$ cat src/rtl/ovc_pkg.sv
package ovc_pkg;
    typedef enum logic [1:0] {
        ST_IDLE  = 2'd0,
        ST_COUNT = 2'd1,
        ST_GAP   = 2'd2,
        ST_TRIP  = 2'd3
    } ovc_state_e;

    localparam int unsigned SEL_W = 3;
endpackage

$ cat src/rtl/ovc_count.sv
module ovc_count #(
    parameter int unsigned W = 8
) (
    input  logic         clk,
    input  logic         rst_n,
    input  logic         clr,
    input  logic         inc,
    output logic [W-1:0] q
);
    always_ff @(posedge clk) begin
        if (!rst_n) begin
            q <= '0;
        end else if (clr) begin
            q <= '0;
        end else if (inc) begin
            q <= q + W'(1);
        end
    end
endmodule

$ cat src/rtl/ovc_delay_sel.sv
module ovc_delay_sel
    import ovc_pkg::*;
#(
    parameter int unsigned DLY_512   = 512,
    parameter int unsigned DLY_1S    = 1000,
    parameter int unsigned DLY_2S    = 2000,
    parameter int unsigned DLY_4S    = 4000,
    parameter int unsigned DLY_8S    = 8000,
    parameter int unsigned DLY_QUICK = 8,
    parameter int unsigned DW        = 13
) (
    input  logic             clk,
    input  logic             rst_n,
    input  logic             capture,
    input  logic [SEL_W-1:0] sel,
    input  logic             quick,
    output logic [SEL_W-1:0] sel_q,
    output logic [DW-1:0]    tgt
);
    localparam int unsigned NOPT = 5;
    localparam int unsigned OPTS [NOPT] = '{DLY_512, DLY_1S, DLY_2S, DLY_4S, DLY_8S};

    logic [DW-1:0] opt_val [NOPT];

    for (genvar g = 0; g < NOPT; g++) begin : g_opt
        assign opt_val[g] = DW'(OPTS[g]);
    end

    always_ff @(posedge clk) begin
        if (!rst_n) begin
            sel_q <= '0;
        end else if (capture) begin
            sel_q <= sel;
        end
    end

    always_comb begin
        if (quick) begin
            tgt = DW'(DLY_QUICK);
        end else if (sel_q >= SEL_W'(NOPT - 1)) begin
            tgt = opt_val[NOPT-1];
        end else begin
            tgt = opt_val[sel_q];
        end
    end
endmodule

$ cat src/rtl/ovc_delay_guard.sv
module ovc_delay_guard
    import ovc_pkg::*;
#(
    parameter int unsigned NCELL     = 5,
    parameter int unsigned DLY_512   = 512,
    parameter int unsigned DLY_1S    = 1000,
    parameter int unsigned DLY_2S    = 2000,
    parameter int unsigned DLY_4S    = 4000,
    parameter int unsigned DLY_8S    = 8000,
    parameter int unsigned DLY_QUICK = 8,
    parameter int unsigned TRST_MS   = 13
) (
    input  logic             clk,
    input  logic             rst_n,
    input  logic             tick,
    input  logic [NCELL-1:0] cell_over,
    input  logic [NCELL-1:0] cell_hold,
    input  logic             ctl_in,
    input  logic             quick_in,
    input  logic [2:0]       dly_sel,
    output logic             chg_block_o
);
    localparam int unsigned DMAX = (DLY_8S > DLY_QUICK) ? DLY_8S : DLY_QUICK;
    localparam int unsigned DW   = $clog2(DMAX + 1);
    localparam int unsigned GW   = $clog2(TRST_MS + 1);

    ovc_state_e    st, nx;
    logic [DW-1:0] dcnt, tgt;
    logic [GW-1:0] gcnt;
    logic [2:0]    sel_q;
    logic          d_clr, d_inc, g_clr, g_inc;
    logic          any_over, any_hold;
    logic          full_next, gap_expire;

    assign any_over   = |cell_over;
    assign any_hold   = |cell_hold;
    assign full_next  = ({1'b0, dcnt} + (DW+1)'(1)) >= {1'b0, tgt};
    assign gap_expire = ({1'b0, gcnt} + (GW+1)'(1)) >= (GW+1)'(TRST_MS);

    ovc_delay_sel #(
        .DLY_512(DLY_512), .DLY_1S(DLY_1S), .DLY_2S(DLY_2S),
        .DLY_4S(DLY_4S), .DLY_8S(DLY_8S), .DLY_QUICK(DLY_QUICK), .DW(DW)
    ) u_sel (
        .clk(clk), .rst_n(rst_n), .capture(st == ST_IDLE),
        .sel(dly_sel), .quick(quick_in), .sel_q(sel_q), .tgt(tgt)
    );

    ovc_count #(.W(DW)) u_dcnt (
        .clk(clk), .rst_n(rst_n), .clr(d_clr), .inc(d_inc), .q(dcnt)
    );

    ovc_count #(.W(GW)) u_gcnt (
        .clk(clk), .rst_n(rst_n), .clr(g_clr), .inc(g_inc), .q(gcnt)
    );

    // next state and counter controls
    always_comb begin
        nx    = st;
        d_clr = 1'b0;
        d_inc = 1'b0;
        g_clr = 1'b0;
        g_inc = 1'b0;
        if (tick) begin
            unique case (st)
                ST_TRIP: begin
                    if (!any_hold) begin
                        nx = ST_IDLE;
                    end
                end
                ST_IDLE, ST_COUNT, ST_GAP: begin
                    if (any_over) begin
                        g_clr = 1'b1;
                        if (full_next) begin
                            nx    = ST_TRIP;
                            d_clr = 1'b1;
                        end else begin
                            nx    = ST_COUNT;
                            d_inc = 1'b1;
                        end
                    end else if (st != ST_IDLE) begin
                        if (gap_expire) begin
                            nx    = ST_IDLE;
                            d_clr = 1'b1;
                            g_clr = 1'b1;
                        end else begin
                            nx    = ST_GAP;
                            g_inc = 1'b1;
                        end
                    end
                end
                default: nx = ST_IDLE;
            endcase
        end
    end

    // state register
    always_ff @(posedge clk) begin
        if (!rst_n) begin
            st <= ST_IDLE;
        end else if (tick) begin
            st <= nx;
        end
    end

    // output register
    always_ff @(posedge clk) begin
        if (!rst_n) begin
            chg_block_o <= 1'b0;
        end else if (tick) begin
            chg_block_o <= (nx == ST_TRIP) || ctl_in;
        end
    end
endmodule

$ cat config.mk
export PLATFORM = sky130hd
export DESIGN_NAME = ovc_delay_guard
export DESIGN_NICKNAME = d
export VERILOG_FILES = /design/src/rtl/ovc_pkg.sv /design/src/rtl/ovc_count.sv /design/src/rtl/ovc_delay_sel.sv /design/src/rtl/ovc_delay_guard.sv
export SDC_FILE = /design/constraint.sdc
export NUM_CORES = 1
export LEC_CHECK = 0
export BUFFER_PORTS_ARGS = -buffer_cell sky130_fd_sc_hd__buf_4
export CAP_MARGIN = 40
export CELL_PAD_IN_SITES_DETAIL_PLACEMENT = 1
export CELL_PAD_IN_SITES_GLOBAL_PLACEMENT = 2
export CORE_MARGIN = 2
export CORE_UTILIZATION = 35
export DETAILED_ROUTE_END_ITERATION = 8
export GPL_ROUTABILITY_DRIVEN = 0
export HOLD_SLACK_MARGIN = 0.12
export PLACE_DENSITY = 0.8
export SLEW_MARGIN = 10
export SYNTH_ARGS = -nofsm -noshare
export SYNTH_HDL_FRONTEND = slang
export SYNTH_SLANG_ARGS = --single-unit
$ cat constraint.sdc
create_clock -name clk -period 4 [get_ports clk]
set_input_delay 0.6 -clock clk [delete_from_list [all_inputs] [get_ports clk]]
set_output_delay 0.6 -clock clk [all_outputs]
set_load 0.01 [all_outputs]
=== Yosys cells after proc, flatten, opt, wreduce, memory -nomap -nowiden ===
Memory sizes are Yosys's and may differ from the RTL's.
Cells that the tools add are included.

* $add $sub $neg: 4
* $lt $le $gt $ge: 4
* Equality and inequality tests: 4
* Multiplexer cells: 29
* Bitwise operators: 2
* Reductions and logical operators: 8

{| class="wikitable"
|+ Operator list
! kind !! count
|-
| two-way mux 13 bit || 4
|-
| two-way mux 1 bit || 18
|-
| adder 13 x 1 -> 14 bit (second input constant) || 1
|-
| >= comparator 14 x 13 -> 1 bit || 1
|-
| adder 13 x 1 -> 13 bit (second input constant) || 1
|-
| two-way mux 2 bit || 6
|-
| OR reduction 5 bit || 2
|-
| == test 2 bit (second input constant) || 3
|-
| adder 4 x 1 -> 5 bit (second input constant) || 1
|-
| >= comparator 5 x 4 -> 1 bit (second input constant) || 1
|-
| adder 4 x 1 -> 4 bit (second input constant) || 1
|-
| >= comparator 4 bit (second input constant) || 1
|-
| inverter 3 -> 4 bit || 1
|-
| case mux 2 bit (2 select lines) || 1
|-
| OR reduction 2 bit || 2
|-
| >= comparator 3 bit (second input constant) || 1
|-
| OR reduction 3 bit || 1
|-
| == test 2 x 1 -> 1 bit (second input constant) || 1
|-
| zero test 2 bit || 1
|-
| nonzero test 2 bit || 1
|-
| logical OR 1 bit || 1
|-
| inverter 1 bit || 1
|}

* Flip-flop bits (word level): 23
* Bits in read-only memories: 104
* Bits of input ports: 18
* Output and inout port bits: 1
* Word-level logic and storage cells: 57
* Memories: 1

{| class="wikitable"
|+ Memories
! name !! depth !! width !! rd ports !! clocked after Yosys merged registers in !! write ports !! line !! source
|-
| (no name shown) || 8 || 13 || 1 || 0 || 0 || ovc_delay_sel.sv:43 || <nowiki>tgt = opt_val[sel_q];</nowiki>
|}

=== Depth between registers and ports, before layout ===
* Depth in word-level cells: 13
* Depth in mapped cells: 13
* Gate-level depth less buffers: 11

=== Hierarchy ===
A second synthesis with hierarchy kept.

* Cells, all modules: 237
* Area, all modules: 1,900.6 um^2

{| class="wikitable"
|+ Modules (own cells, without submodules)
! module !! times used !! cells an instance !! area an instance (um^2) !! seq. area each (um^2)
|-
| ovc_delay_guard || 1 || 119 || 845.8 || 60.1
|-
| ovc_count at u_dcnt || 1 || 68 || 613.1 || 260.2
|-
| ovc_delay_sel || 1 || 33 || 260.2 || 60.1
|-
| ovc_count at u_gcnt || 1 || 17 || 181.4 || 80.1
|}

=== Worst setup path before layout ===
OpenSTA, ideal clock, no wires.

* Kind: register -> register
* From: register u_dcnt.q[0]
* To: register u_dcnt.q[7]
* Setup time: 66 ps
* Arrival time: 2,849 ps
* Required time: 3,934 ps
* Slack: 1,085 ps
* Cell stages (with the launch flop): 13
* Buffers on the path: 1
* Period minus slack after synthesis: 2,915 ps
* Path through: dfxtp_1 ha_1 nand3_1 nor3_2 nand3_1 xnor2_1 ha_1 nand3_1 o211a_1 nand2_1 clkbuf_1 or4_1 a21oi_2

* Longest elaborated chain between the ends: 7
* Elaborated cells on any way between the ends: 12
* Those cells by class: 2 x add/sub; 1 x order compare; 8 x mux; 1 x reduce/logical

{| class="wikitable"
|+ Ends and longest elaborated chain
! item !! line !! source
|-
| start: declaration || ovc_count.sv:8 || <nowiki>output logic [W-1:0] q</nowiki>
|-
| start signal: assignment || ovc_count.sv:16 || <nowiki>q <= q + W'(1);</nowiki>
|-
| adder 13 x 1 -> 14 bit || ovc_delay_guard.sv:37 || <nowiki>assign full_next = ({1'b0, dcnt} + (DW+1)'(1)) >= {1'b0, tgt};</nowiki>
|-
| >= comparator 14 x 13 -> 1 bit || ovc_delay_guard.sv:37 ||
|-
| two-way mux 1 bit || ovc_delay_guard.sv:73 || <nowiki>if (full_next) begin</nowiki>
|-
| two-way mux 1 bit || ovc_delay_guard.sv:71 || <nowiki>if (any_over) begin</nowiki>
|-
| two-way mux 1 bit || ovc_delay_guard.sv:64 || <nowiki>unique case (st)</nowiki>
|-
| two-way mux 1 bit || ovc_delay_guard.sv:63 || <nowiki>if (tick) begin</nowiki>
|-
| OR reduction 2 bit (no line) || n/a ||
|}

Parallel ways exist; a longest one is shown, timed or not.
A chain may end at the register's enable or synchronous reset.

=== Final worst setup path ===
* From: register u_dcnt.q[0]
* To: register u_dcnt.q[10]

The elaborated chain is that of the path after synthesis.

==> metrics <==
status=finished clean; Worst Setup End Kind=flop; hold path startpoint=u_dcnt.q[3]$_SDFFE_PP0P_; worst reg-to-reg setup slack=0.65 ns; crit-path cells=ha_1 -> nand3_1 -> nor3_2 -> nand2_1 -> xnor2_1 -> ha_1 -> a21oi_1 -> o211a_1 -> nand3_1 -> or4_1 -> a21oi_2; simple-gate share of the synthesized area=22.8%; detailed-route via count=1643; initial antenna violation count=0; data arrival time of the worst path=3.57 ns; first-pass GRT wire length=7870 um; Mapped Nets=254; synthesized flop and latch total=23; commonest cells after routing, fill and taps aside=dfxtp_1 (23), nand2_1 (19), buf_4 (18); largest net degree at the start of global routing=16; worst hold slack=0.531 ns; Post-synth EDFFs=0; Max Clock Skew=0.00283 ns; worst setup path startpoint=u_dcnt.q[0]$_SDFFE_PP0P_; Peak VDD IR=112 uV; first-pass iteration count of the detailed router=4; layout cells sized above 1=16.3%; worst setup margin=0.649 ns; measured slew at the worst slew-check pin=0.530 ns; Slew Viols, Final=0; Post-CTS Setup Repair Bufs=0; Core ar.=0.00504 mm^2; Crit path largest cell delay=0.56 ns; Routed Wire Length=4460 um; Combinational Power Share=18.3%; Worst Hold Path EP=u_dcnt.q[3]$_SDFFE_PP0P_; Avg Inst Size Synth=8.27 um^2; switching share of power=30.0%; Clk network pwr share=31.6%; fin crit share=83.8%; I/O Buffers=18; antenna cells=0; Top Layer Used=met4; asr flop ratio synth=0%; r2r endpoint=u_dcnt.q[10]$_SDFFE_PP0P_; NetSw=0.000150 W; unrepaired setup endpoints after global routing=false; kind of critical path=reg2reg; post-synthesis compound-gate area fraction=27.3%; io pins=19; CTS Buf Count=3; post-route design area=0.00204 mm^2; internal power=0.000351 W; gr ovfl total=0; Clock Pin Slew Worst Setup and Hold Paths=0.09 ns; fmax=0.298 GHz; met2 wire length=1900 um; Iter 0 DRT Violations=78; reg2reg start=u_dcnt.q[0]$_SDFFE_PP0P_; Synth Instances=219; row count=26; H-tree Lvls=1; vias per inst=5.42; ys flop type=dfxtp_1; wire length on met3=59 um; DP Area=0.00200 mm^2; CP top delay family=simple AND/OR/NAND/NOR gates; setup TNS=0 ns; chip width=75.9 um; mux cell area share after synthesis=1.73%; crit-path max FO=14; Mapped Area=0.00181 mm^2; hold depth=2; Root Driver=clkbuf_8; adder and majority gate portion of the synthesized area=11.7%; final hold violations=0; Synthesis Warnings=0; Clock Tree Buf Depth=2; Place WS=0.677 ns; register area share after synthesis=25.4%; vias in the first global route=1642; xor and xnor area share after synthesis=5.81%; GRT Overall Usage=16.3%; Rel. slew slack=64.7%; final setup fails=0; Worst Path Required=4.21 ns; Resize count post-CTS=0; reg2reg path depth=11; Final HPWL DP=3420 um; largest family of logic cells by synthesized area=compound AO/OA/AOI/OAI gates; Lkg Pwr=0.750 nW; commonest non-fill, non-tap cell in the layout=dfxtp_1; Initial Util=35.9%; routed len/inst=14.7 um; Vert. Die Dim=75.9 um; die area=0.00576 mm^2; CTS tree=yes; Final ANT Viol Nets=0; max_cap viols=0; worst-skew pair later-pin latency=0.28 ns; Hold/Removal Path Class=reg2reg; Final Net Count=269; DRC Markers=0; Yosys cell types=46; Syn-to-layout area delta=12.7%; Tmin final=3.35 ns; sequential share of power=50.1%; Placed Cells incl. Taps=299; Worst setup SP type=flop; Non-Filler Instances=303; CTS Sinks=23; Worst Path Buf+Inv=0; M1 wire length=2440 um; CP max-delay cell=or4_1; Post-CTS Hold Buffers=0; Cell Pwr Density=245 mW/mm^2
power groups by stage:
stage	registers, W	logic (W)	clock network [W]
after CTS	0.000251	0.0000931	0.000166
after global routing	0.000253	0.000106	0.000169
after detailed placement	0.000256	0.0000924	0
after floorplan	0.000251	0.0000655	0
final	0.000251	0.0000914	0.000158
after global placement	0.000256	0.0000890	0
synthesized netlist by cell type, types with 2 or more instances:
| library cell | number | area (um^2) |
|---|---|---|
| a21o_1 | 2 | 15.0 |
| a21oi_1 | 11 | 55.1 |
| a21oi_2 | 10 | 87.6 |
| a31oi_1 | 3 | 18.8 |
| buf_6 | 2 | 22.5 |
| clkbuf_1 | 7 | 26.3 |
| dfxtp_1 | 23 | 460 |
| ha_1 | 17 | 213 |
| inv_1 | 12 | 45.0 |
| mux2i_1 | 2 | 20.0 |
| nand2_1 | 19 | 71.3 |
| nand2b_1 | 4 | 25.0 |
| nand3_1 | 10 | 50.1 |
| nand4_1 | 4 | 25.0 |
| nor2_1 | 12 | 45.0 |
| nor3_1 | 4 | 20.0 |
| o211ai_1 | 3 | 22.5 |
| o21ai_0 | 8 | 40.0 |
| o21bai_1 | 3 | 22.5 |
| o221ai_1 | 2 | 17.5 |
| o31ai_1 | 10 | 75.1 |
| or3_1 | 7 | 43.8 |
| or4_1 | 11 | 82.6 |
| xnor2_1 | 8 | 70.1 |
| xor2_1 | 4 | 35.0 |
metrics by stage:
stage / total power [W] / utilization, %
finish: 0.000500 / 40.5
CTS: 0.000510 / 40.5
detailed placement: 0.000349 / 39.6
global route: 0.000528 / 40.5
global placement: 0.000345 / 39.4
floorplan: 0.000316 / -
final cells by class:
class | count | area [um^2]
clock buffers | 4 | 45.0
flip-flops and latches | 23 | 460
multi-input cells | 175 | 1260
fillers | 623 | 3000
inverters | 12 | 45.0
well taps | 70 | 87.6
repair buffers | 19 | 146
cell families after synthesis:
logic type | Yosys count
simple gates | 77
compound gates | 66
flops | 23
buf+inv | 21
fa+ha+maj | 17
xor+xnor | 12
mux | 3
layer usage:
layer,track usage [%],vias to the layer above
li1,-,849
met3,1.79,5
met1,24.0,777
met5,0,-
met2,24.9,12
met4,4.91,0
worst max path at each step:
stage                     slack, ns                   endpoint  depth (start not counted)
after global placement         0.74   u_dcnt.q[4]$_SDFFE_PP0P_                         11
final                          0.65  u_dcnt.q[10]$_SDFFE_PP0P_                         11
after CTS                      0.64  u_dcnt.q[10]$_SDFFE_PP0P_                         11
after floorplan                1.08   u_dcnt.q[7]$_SDFFE_PP0P_                         12
after detailed placement       0.68   u_dcnt.q[7]$_SDFFE_PP0P_                         12
after global routing           0.32   u_dcnt.q[4]$_SDFFE_PP0P_                         11
state kept, by name, indices dropped and copies added, names as in the netlist:
signal,count
u_sel.sel_q,3
u_dcnt.q,13
u_gcnt.q,4
st,2
chg_block_o,1
worst min-delay path, cell delays in order, from the launching register on:
cell and delay, ns:
dfxtp_1 0.36, o31ai_1 0.08, a21oi_1 0.06
Note: power is estimated with default switching activity, not from simulation.
